### src/rtl/pxu_pkg.sv
package pxu_pkg;
  // Table entry field positions (the walker and the bench both decode these).
  localparam int PTE_RES_BIT   = 0;
  localparam int PTE_MOD_BIT   = 1;
  localparam int PTE_FRAME_LSB = 2;

  typedef enum logic [1:0] {
    OUT_NONE,
    OUT_XLATE,
    OUT_RANGE,
    OUT_ABSENT
  } out_kind_e;
endpackage

### src/rtl/pxu_tlb.sv
module pxu_tlb #(
  parameter int ENTRIES = 8,
  parameter int PN_W    = 8,
  parameter int FR_W    = 8
) (
  input  logic            clk,
  input  logic            rst_n,
  input  logic            flush,
  input  logic [PN_W-1:0] lk_page,
  output logic            lk_hit,
  output logic [FR_W-1:0] lk_frame,
  output logic            lk_dirty,
  input  logic            fill_en,
  input  logic [PN_W-1:0] fill_page,
  input  logic [FR_W-1:0] fill_frame,
  input  logic            fill_dirty
);
  localparam int IDX_W = (ENTRIES > 1) ? $clog2(ENTRIES) : 1;

  logic [ENTRIES-1:0] ent_vld;
  logic [PN_W-1:0]    ent_tag   [ENTRIES];
  logic [FR_W-1:0]    ent_frame [ENTRIES];
  logic [ENTRIES-1:0] ent_dirty;
  logic [IDX_W-1:0]   rr_ptr;

  logic [ENTRIES-1:0] lk_match;
  logic [ENTRIES-1:0] fill_match;
  logic [IDX_W-1:0]   fill_idx;
  logic               fill_by_rr;

  // Associative compare, one comparator per entry.
  genvar g;
  generate
    for (g = 0; g < ENTRIES; g++) begin : g_cmp
      assign lk_match[g]   = ent_vld[g] && (ent_tag[g] == lk_page);
      assign fill_match[g] = ent_vld[g] && (ent_tag[g] == fill_page);
    end
  endgenerate

  always_comb begin
    lk_frame = '0;
    lk_dirty = 1'b0;
    for (int i = 0; i < ENTRIES; i++) begin
      if (lk_match[i]) begin
        lk_frame = lk_frame | ent_frame[i];
        lk_dirty = lk_dirty | ent_dirty[i];
      end
    end
  end
  assign lk_hit = |lk_match;

  // Fill slot: same page, else lowest free, else round-robin victim.
  always_comb begin
    logic found;
    found    = 1'b0;
    fill_idx = rr_ptr;
    for (int i = 0; i < ENTRIES; i++) begin
      if (!found && fill_match[i]) begin
        fill_idx = IDX_W'(i);
        found    = 1'b1;
      end
    end
    for (int i = 0; i < ENTRIES; i++) begin
      if (!found && !ent_vld[i]) begin
        fill_idx = IDX_W'(i);
        found    = 1'b1;
      end
    end
    fill_by_rr = !found;
  end

  always_ff @(posedge clk) begin
    if (!rst_n) begin
      ent_vld   <= '0;
      ent_dirty <= '0;
      rr_ptr    <= '0;
    end else if (flush) begin
      ent_vld <= '0;
    end else if (fill_en) begin
      ent_vld[fill_idx]   <= 1'b1;
      ent_tag[fill_idx]   <= fill_page;
      ent_frame[fill_idx] <= fill_frame;
      ent_dirty[fill_idx] <= fill_dirty;
      if (fill_by_rr)
        rr_ptr <= (rr_ptr == IDX_W'(ENTRIES - 1)) ? '0 : rr_ptr + 1'b1;
    end
  end

  // a page is never held by two entries
  a_r8_single_match: assert property (@(posedge clk) disable iff (!rst_n)
    $onehot0(lk_match));

  // the round-robin victim is only taken when every entry is occupied
  a_r8_victim_when_full: assert property (@(posedge clk) disable iff (!rst_n)
    (fill_en && !flush && fill_by_rr) |-> (&ent_vld));

  // flush empties the cache on the next cycle
  a_r9_flush_empties: assert property (@(posedge clk) disable iff (!rst_n)
    flush |=> (ent_vld == '0));
endmodule

### src/rtl/pxu_walker.sv
module pxu_walker #(
  parameter int AW     = 16,
  parameter int PN_W   = 8,
  parameter int PTE_W  = 10,
  parameter int RD_LAT = 2
) (
  input  logic             clk,
  input  logic             rst_n,
  input  logic             start,
  input  logic [AW-1:0]    base,
  input  logic [PN_W-1:0]  page,
  input  logic             wb_en,
  input  logic [PTE_W-1:0] wb_data,
  output logic             busy,
  output logic             done,
  output logic [PTE_W-1:0] pte,
  output logic             pt_rd_en,
  output logic             pt_wr_en,
  output logic [AW-1:0]    pt_addr,
  input  logic [PTE_W-1:0] pt_rd_data,
  output logic [PTE_W-1:0] pt_wr_data
);
  localparam int CNT_W = $clog2(RD_LAT + 1);

  function automatic logic [AW-1:0] entry_addr(input logic [AW-1:0] b,
                                               input logic [PN_W-1:0] p);
    return b + AW'(p);
  endfunction

  logic             active;
  logic [CNT_W-1:0] wait_cnt;
  logic             rd_q;
  logic             wr_q;
  logic [AW-1:0]    addr_q;
  logic [PTE_W-1:0] wdat_q;

  always_ff @(posedge clk) begin
    if (!rst_n) begin
      active   <= 1'b0;
      wait_cnt <= '0;
      rd_q     <= 1'b0;
      wr_q     <= 1'b0;
      addr_q   <= '0;
      wdat_q   <= '0;
    end else begin
      rd_q <= 1'b0;
      wr_q <= wb_en;
      if (wb_en) wdat_q <= wb_data;
      if (start && !active) begin
        active   <= 1'b1;
        wait_cnt <= '0;
        rd_q     <= 1'b1;
        addr_q   <= entry_addr(base, page);
      end else if (active) begin
        if (wait_cnt == CNT_W'(RD_LAT)) active <= 1'b0;
        else                            wait_cnt <= wait_cnt + 1'b1;
      end
    end
  end

  assign busy       = active;
  assign done       = active && (wait_cnt == CNT_W'(RD_LAT));
  assign pte        = pt_rd_data;
  assign pt_rd_en   = rd_q;
  assign pt_wr_en   = wr_q;
  assign pt_addr    = addr_q;
  assign pt_wr_data = wdat_q;

  // a walk starts with one read strobe in the following cycle
  a_r3_read_follows_start: assert property (@(posedge clk) disable iff (!rst_n)
    (start && !active) |=> (pt_rd_en && busy));

  // no second read is issued while waiting for data
  a_r3_one_read_per_walk: assert property (@(posedge clk) disable iff (!rst_n)
    (busy && !pt_rd_en) |=> !pt_rd_en);

  // the walk ends right after the data cycle
  a_r10_walk_ends: assert property (@(posedge clk) disable iff (!rst_n)
    done |=> !busy);
endmodule

### src/rtl/page_xlate_unit.sv
module page_xlate_unit #(
  parameter int VA_W        = 16,
  parameter int OFS_W       = 8,
  parameter int PA_W        = 16,
  parameter int AW          = 16,
  parameter int TLB_ENTRIES = 8,
  parameter int RD_LAT      = 2,
  localparam int PN_W       = VA_W - OFS_W,
  localparam int FR_W       = PA_W - OFS_W,
  localparam int PTE_W      = FR_W + 2
) (
  input  logic             clk,
  input  logic             rst_n,
  input  logic             req_valid,
  input  logic             req_write,
  input  logic [VA_W-1:0]  req_vaddr,
  output logic             busy,
  output logic             rsp_valid,
  output logic             rsp_fault,
  output logic             rsp_range,
  output logic [PA_W-1:0]  rsp_paddr,
  input  logic [AW-1:0]    tbl_base,
  input  logic [PN_W:0]    tbl_len,
  input  logic             flush,
  output logic             pt_rd_en,
  output logic             pt_wr_en,
  output logic [AW-1:0]    pt_addr,
  input  logic [PTE_W-1:0] pt_rd_data,
  output logic [PTE_W-1:0] pt_wr_data
);
  import pxu_pkg::*;

  function automatic logic [PA_W-1:0] join_pa(input logic [FR_W-1:0] fr,
                                              input logic [OFS_W-1:0] ofs);
    return {fr, ofs};
  endfunction

  function automatic logic page_out_of_range(input logic [PN_W-1:0] pg,
                                             input logic [PN_W:0] len);
    return {1'b0, pg} >= len;
  endfunction

  logic [PN_W-1:0]  req_page;
  logic [OFS_W-1:0] req_ofs;
  assign req_page = req_vaddr[VA_W-1:OFS_W];
  assign req_ofs  = req_vaddr[OFS_W-1:0];

  // Cache and walker interconnect
  logic             lk_hit, lk_dirty;
  logic [FR_W-1:0]  lk_frame;
  logic             walk_busy, walk_done;
  logic [PTE_W-1:0] walk_pte;
  logic             fill_en, wb_en;
  logic [PTE_W-1:0] wb_data;

  // Held request for the walk
  logic [PN_W-1:0]  hold_page;
  logic [OFS_W-1:0] hold_ofs;
  logic             hold_write;

  // Named internal events
  logic ev_accept, ev_range_fault, ev_hit, ev_walk_start, ev_absent, ev_walk_ok;
  out_kind_e out_kind;

  assign ev_accept      = req_valid && !walk_busy;
  assign ev_range_fault = ev_accept && page_out_of_range(req_page, tbl_len);
  assign ev_hit         = ev_accept && !ev_range_fault && lk_hit
                          && (!req_write || lk_dirty);
  assign ev_walk_start  = ev_accept && !ev_range_fault && !ev_hit;
  assign ev_absent      = walk_done && !walk_pte[PTE_RES_BIT];
  assign ev_walk_ok     = walk_done &&  walk_pte[PTE_RES_BIT];

  assign fill_en = ev_walk_ok;
  assign wb_en   = ev_walk_ok && hold_write;
  assign wb_data = walk_pte | PTE_W'(1 << PTE_MOD_BIT);

  always_comb begin
    if (ev_range_fault)  out_kind = OUT_RANGE;
    else if (ev_hit)     out_kind = OUT_XLATE;
    else if (ev_absent)  out_kind = OUT_ABSENT;
    else if (ev_walk_ok) out_kind = OUT_XLATE;
    else                 out_kind = OUT_NONE;
  end

  pxu_tlb #(.ENTRIES(TLB_ENTRIES), .PN_W(PN_W), .FR_W(FR_W)) u_tlb (
    .clk        (clk),
    .rst_n      (rst_n),
    .flush      (flush),
    .lk_page    (req_page),
    .lk_hit     (lk_hit),
    .lk_frame   (lk_frame),
    .lk_dirty   (lk_dirty),
    .fill_en    (fill_en),
    .fill_page  (hold_page),
    .fill_frame (walk_pte[PTE_FRAME_LSB +: FR_W]),
    .fill_dirty (walk_pte[PTE_MOD_BIT] | hold_write)
  );

  pxu_walker #(.AW(AW), .PN_W(PN_W), .PTE_W(PTE_W), .RD_LAT(RD_LAT)) u_walk (
    .clk        (clk),
    .rst_n      (rst_n),
    .start      (ev_walk_start),
    .base       (tbl_base),
    .page       (req_page),
    .wb_en      (wb_en),
    .wb_data    (wb_data),
    .busy       (walk_busy),
    .done       (walk_done),
    .pte        (walk_pte),
    .pt_rd_en   (pt_rd_en),
    .pt_wr_en   (pt_wr_en),
    .pt_addr    (pt_addr),
    .pt_rd_data (pt_rd_data),
    .pt_wr_data (pt_wr_data)
  );

  always_ff @(posedge clk) begin
    if (!rst_n) begin
      hold_page  <= '0;
      hold_ofs   <= '0;
      hold_write <= 1'b0;
    end else if (ev_walk_start) begin
      hold_page  <= req_page;
      hold_ofs   <= req_ofs;
      hold_write <= req_write;
    end
  end

  always_ff @(posedge clk) begin
    if (!rst_n) begin
      rsp_valid <= 1'b0;
      rsp_fault <= 1'b0;
      rsp_range <= 1'b0;
      rsp_paddr <= '0;
    end else begin
      rsp_valid <= (out_kind != OUT_NONE);
      rsp_fault <= (out_kind == OUT_RANGE) || (out_kind == OUT_ABSENT);
      rsp_range <= (out_kind == OUT_RANGE);
      if (ev_hit)
        rsp_paddr <= join_pa(lk_frame, req_ofs);
      else if (ev_walk_ok)
        rsp_paddr <= join_pa(walk_pte[PTE_FRAME_LSB +: FR_W], hold_ofs);
    end
  end

  assign busy = walk_busy;

  // a hit answers next cycle without touching table memory
  a_r2_hit_no_read: assert property (@(posedge clk) disable iff (!rst_n)
    ev_hit |=> (rsp_valid && !rsp_fault && !pt_rd_en));

  // the offset of a hit passes through unchanged
  a_r1_offset_kept: assert property (@(posedge clk) disable iff (!rst_n)
    ev_hit |=> (rsp_paddr[OFS_W-1:0] == $past(req_vaddr[OFS_W-1:0])));

  // an out-of-range page faults next cycle with no read
  a_r5_range_fault: assert property (@(posedge clk) disable iff (!rst_n)
    ev_range_fault |=> (rsp_valid && rsp_fault && rsp_range && !pt_rd_en));

  // a non-resident entry faults and is neither written back nor cached
  a_r6_absent_fault: assert property (@(posedge clk) disable iff (!rst_n)
    ev_absent |=> (rsp_valid && rsp_fault && !rsp_range && !pt_wr_en));

  // every write-back carries the modify flag
  a_r7_wb_modify: assert property (@(posedge clk) disable iff (!rst_n)
    pt_wr_en |-> pt_wr_data[PTE_MOD_BIT]);

  // no response while a walk is outstanding
  a_r10_quiet_while_busy: assert property (@(posedge clk) disable iff (!rst_n)
    busy |-> !rsp_valid);
endmodule

### config.mk
export PLATFORM = sky130hd
export DESIGN_NAME = page_xlate_unit
export DESIGN_NICKNAME = d
export VERILOG_FILES = /design/src/rtl/pxu_pkg.sv /design/src/rtl/pxu_tlb.sv /design/src/rtl/pxu_walker.sv /design/src/rtl/page_xlate_unit.sv
export SDC_FILE = /design/constraint.sdc
export NUM_CORES = 1
export LEC_CHECK = 0
export BUFFER_PORTS_ARGS = -buffer_cell sky130_fd_sc_hd__buf_2
export CAP_MARGIN = 30
export CORE_MARGIN = 2
export CORE_UTILIZATION = 47
export CTS_CLUSTER_DIAMETER = 30
export DETAILED_ROUTE_END_ITERATION = 10
export PLACE_DENSITY = 0.66
export SLEW_MARGIN = 20
export SYNTH_ARGS = -nofsm -noshare
export SYNTH_HDL_FRONTEND = slang
export SYNTH_SLANG_ARGS = --single-unit
### constraint.sdc
create_clock -name clk -period 8.1 [get_ports clk]
set_input_delay 1.215 -clock clk [delete_from_list [all_inputs] [get_ports clk]]
set_output_delay 1.215 -clock clk [all_outputs]
set_load 0.01 [all_outputs]
### Word level (Yosys, flattened, before mapping)

Memory sizes are Yosys's and may differ from the RTL's.
Index checks and enable logic that the tools add are counted.

* RAM bits: 128
* input bits: 56
* register bits: 86
* memories kept: 2
* output and inout bits: 48
* word-level logic and storage cells: 211

* magnitude comparators: 3
* $add $sub $neg: 3
* bitwise logic cells: 20
* reductions and logical operators: 81
* eq/ne operators: 20
* multiplexer cells: 66

Memory list
* u_tlb.ent_frame: words 8, bits a word 8, rd ports 8, clocked after Yosys merged registers in 0, wr ports 1, RTL line pxu_tlb.sv:22 `logic [FR_W-1:0] ent_frame [ENTRIES];`
* u_tlb.ent_tag: words 8, bits a word 8, rd ports 8, clocked after Yosys merged registers in 0, wr ports 1, RTL line pxu_tlb.sv:21 `logic [PN_W-1:0] ent_tag [ENTRIES];`

Operators with widths (number)
* $eq 8x8->1: 16
* $mux 8: 8
* $or 8x8->8: 8
* $mux 3: 17
* $logic_and 1x1->1: 43
* $mux 1: 34
* $mux 16: 2
* $logic_not 1->1: 28
* $add 16x8->16: 1
* $ge 8x9->1: 1
* $bwmux 8: 1
* $or 1x1->1: 8
* $reduce_or 8->1: 1
* $eq 2x2->1 const B: 3
* $mux 2: 3
* $lt 3x4->1 const B: 1
* $not 1->1: 4
* $reduce_and 2->1: 2
* $reduce_bool 2->1: 2
* $reduce_or 2->1: 2
* $add 3x1->3 const B: 1
* $demux 1 s3: 1
* $eq 3x3->1 const B: 1
* $ge 3x1->1 const B: 1
* 3 further kinds: 4

### Longest topological paths before layout

An unclocked memory read counts as a cell.

* depth after elaboration: 54
* gate-level depth with buffers: 12
* mapped depth without buffers: 11

### By module

Synthesis repeated with hierarchy kept, for this count alone.

* cells, all modules: 904
* area total of the unflattened synthesis: 10431.3 um^2

Modules (own cells, without submodules)
* pxu_tlb: sequential area each 4224.1 um^2, area each 7025.5 um^2, cells each 524, instances 1
* page_xlate_unit: sequential area each 720.7 um^2, area each 1730.4 um^2, cells each 191, instances 1
* pxu_walker: sequential area each 620.6 um^2, area each 1675.4 um^2, cells each 189, instances 1

### Worst setup path before layout

Ideal clock, no wire load.

* path kind: in2reg
* start: input flush
* end: memory u_tlb.ent_frame[0][0] (enable)
* arrival time: 3.698 ns
* library setup time: 0.436 ns
* buffers on the path: 1
* cell stages on the path: 4
* setup slack: 3.966 ns
* path through: buf_1 > nand2b_1 > nor2_1 > nor4b_1

* longest elaborated chain between the ends: 3

RTL lines
* start: declaration: RTL line page_xlate_unit.sv:24 `input logic flush,`
* $mux 1: RTL line pxu_tlb.sv:77 `end else if (flush) begin`
* $mux 1: RTL line pxu_tlb.sv:73 `if (!rst_n) begin`
* $mux 1 (implied by the code): RTL line pxu_tlb.sv:82 `ent_frame[fill_idx] <= fill_frame;`
* end: declaration: RTL line pxu_tlb.sv:22

Every way passes these cells.

### Worst setup path after layout

* start: register hold_page[7]
* end: memory u_tlb.ent_frame[1][2] (enable)

* longest elaborated chain between the ends: 48
* elaborated cells between the ends (all ways): 77
* classes of those cells: 8 x eq/ne; 31 x mux; 38 x reduce/logical

RTL lines
* start: declaration: RTL line page_xlate_unit.sv:57 `logic [PN_W-1:0] hold_page;`
* start signal: assignment: RTL line page_xlate_unit.sv:123 `hold_page <= req_page;`
* $eq 8x8->1: RTL line pxu_tlb.sv:36 `assign fill_match[g] = ent_vld[g] && (ent_tag[g] == fill_page);`
* $logic_and 1x1->1: RTL line pxu_tlb.sv:36
* $mux 1: RTL line pxu_tlb.sv:58 `if (!found && fill_match[i]) begin`
* $logic_not 1->1: RTL line pxu_tlb.sv:58
* $logic_and 1x1->1: RTL line pxu_tlb.sv:58
* $mux 1: RTL line pxu_tlb.sv:58
* $logic_not 1->1: RTL line pxu_tlb.sv:58
* $logic_and 1x1->1: RTL line pxu_tlb.sv:58
* (+32 left out)
* $logic_and 1x1->1: RTL line pxu_tlb.sv:64 `if (!found && !ent_vld[i]) begin`
* $mux 1: RTL line pxu_tlb.sv:64
* $logic_not 1->1: RTL line pxu_tlb.sv:64
* $logic_and 1x1->1: RTL line pxu_tlb.sv:64
* $mux 1: RTL line pxu_tlb.sv:64
* $logic_not 1->1: RTL line pxu_tlb.sv:64
* $logic_and 1x1->1: RTL line pxu_tlb.sv:64
* $mux 3 (*): RTL line pxu_tlb.sv:64

Mark *: on every way between the ends. The rest lies on a longest branch, timed or not.

==> results.yml <==
power:
  vdd_drop_max_v: 0.000187
  power_mw: 3.12
  power.leakage_nw: 4.42
  p_per_area_mw_per_mm2: 249
clock_network:
  cts_setup_buffers: 0
  clock_latency_ns: 0.53
  htree_levels: 2
  tritoncts: "built"
  clk_path_buf_depth: 3
  clk_pin_slew_ns: 0.05
  cts_hold_buf: 0
  cts_made_buffers: 42
  cts.sinks: 214
  postCtsResizedCells: 0
  root_buffer: "clkbuf_16"
global_routing:
  grt_usage: 0.234
  grt_max_degree: 65
  grt_overflow: 0
  first_global_vias: 7687
  grt_pass1_wl_mm: 43.3
  antenna_found_initial: 0
routing:
  wirelength_mm: 27.2
  ant_nets: 0
  routedWlPerCell_microns: 20.4
  drc: 0
  vias: 7752
  drt_pass1_iterations: 4
  drt_iter0_markers: 606
  avgViaCountPerCell: 5.82
flow_run:
  maxCapViolCount: 0
place:
  dpl.hpwl_mm: 17.6
  portBuffers: 103
  post_dp_cell_area_sq_mm: 0.0111
  gp_congestion: 0.843
  dpl_worst_slack_ns: 3.77
synth:
  netlist_instances: 905
  syn-num-nets: 981
  synth_edf_count: 128
  synth.avg_cell_area_sq_um: 11.4
  ys_async_sr_fraction: 0
  yosysWarningCount: 0
  ys_ff_latch: 214
  yosysSeqAreaShare: 0.537
  synthFlopType: "edfxtp_1"
  ys_types: 69
  synthesis.area_sq_mm: 0.0104
sta:
  drv_slew: 0
  finalCriticalPeriod_ns: 4.32
  fmax_mhz: 232
  setup_viol: 0
  hold_violations: 0
  rsz0062_at_grt: "false"
  fin_crit_sh: 0.533
  worst_clock_skew_ns: 0.0210
  setup_slack_ns: 3.78
  tns_ns: 0
  slew_headroom: 0.327
  tightestPinTransition_ns: 1.00
setup_path:
  critPathRequiredTime_ns: 8.31
  crit_fanout: 17
  start_kind: "register"
  crit_type: "register to register"
  cp-end-kind: "register"
  arrival_ns: 4.53
final_layout:
  final_area_sq_mm: 0.0125
  drive_above_1_share: 0.226
  n_fill_cell: 1866
  finish.utilization: 0.577
  nNetsFinal: 1094
  syn_to_final_growth_pct: 21.1
  n_antenna_cell: 0
  layout_common_cells: "edfxtp_1, xnor2_1, buf_2"
  final_common_cell: "edfxtp_1"
die:
  io_pins: 104
  core_sq_mm: 0.0218
  rows: 54
  die_w_microns: 152
  start_util: 0.476
  die_area_sq_mm: 0.0232
  dieHeight_microns: 152
worst_hold_path:
  min_path_type: "register to register"
run_status:
  status: "completed"
==> worst max-delay path, cell delays in order, from the launching register on <==
cell and delay [ns]:
dfxtp_1 0.90, xnor2_1 0.19, nand3_1 0.08, nor4_1 0.67, or2_4 0.30, nor4_1 0.07
o31ai_2 0.23, buf_4 0.24, nand3_1 0.18, nor3_2 0.81, buf_4 0.33
==> metrics by stage <==
stage / hold WS (ns) / std cells
2_1_floorplan: 0.434 / 905
3_3_place_gp: 0.439 / 1251
3_5_place_dp: 0.449 / 1252
4_1_cts: 0.457 / 1330
5_1_grt: 0.476 / 1332
6_report: 0.453 / 1332
==> cells by family (layout without fill, tap and decap cells) <==
logic type	Yosys count	in the layout	share of synthesized area
AND/OR/NAND/NOR	246	246	0.138
flip-flops	214	214	0.537
AO/OA/AOI/OAI	202	202	0.133
XOR/XNOR	140	140	0.118
buffers and inverters	73	220	0.0384
adder cells (fa/ha/maj)	20	20	0.0249
multiplexers	10	10	0.00966
==> registers in the layout, summed over array words and instances, names as in the netlist, 2 cells and up <==
signal,flops
u_tlb.ent_vld,8
u_walk.wait_cnt,2
rsp_paddr,16
u_tlb.ent_tag,64
u_tlb.ent_dirty,8
u_tlb.ent_frame,64
u_tlb.rr_ptr,3
u_walk.pt_addr,16
hold_page,8
u_walk.pt_wr_data,10
hold_ofs,8
==> synth_stat cells, drive strengths merged (18+ instances only) <==
cell,count,area share
a22oi,34,0.026
xnor2,112,0.095
nor2,23,0.0083
nand2,67,0.025
edfxtp,128,0.37
o21ai,34,0.016
dfxtp,86,0.17
ha,19,0.023
clkbuf,24,0.0087
nor3,28,0.017
buf,28,0.022
inv,20,0.0072
nand4,18,0.014
nand3,52,0.025
xor2,28,0.024
a21oi,51,0.025
==> final cells by class <==
cell class              instances  area [sq um]  share of cell area
clock buffers                  45          1090              0.0871
multi-input cells             618          4450               0.354
repair buffers                121           666              0.0530
inverters                      21          78.8             0.00628
flip-flops and latches        214          5570               0.444
clock inverters                33           347              0.0276
well taps                     280           350              0.0279
==> per-layer routing <==
metal  up-vias  GRT usage  wire length, microns
met3        47     0.0464                  1850
met4         0     0.0732                   674
li1       3606          -                     -
met5         -          0                     0
met2       306      0.373                 12600
met1      3793      0.324                 12000
==> worst paths after layout <==
path	startpoint	to	slack, ns	depth (start not counted)
hold reg to reg	u_walk.pt_wr_data[3]	u_walk.pt_wr_data[3]	0.45	2
hold / removal	u_walk.pt_wr_data[3]	u_walk.pt_wr_data[3]	0.45	2
setup reg to reg	hold_page[7]	u_tlb.ent_frame[1][2]	3.78	10
setup / recovery	hold_page[7]	u_tlb.ent_frame[1][2]	3.78	10
==> report_power, final <==
| group | internal, mW | switching (mW) | total, mW |
|---|---|---|---|
| combinational | 0.0758 | 0.110 | 0.185 |
| sequential | 1.17 | 0.0273 | 1.20 |
| clock | 1.12 | 0.611 | 1.74 |
| total | 2.37 | 0.748 | 3.12 |
Note: power is estimated with default switching activity, not from simulation.
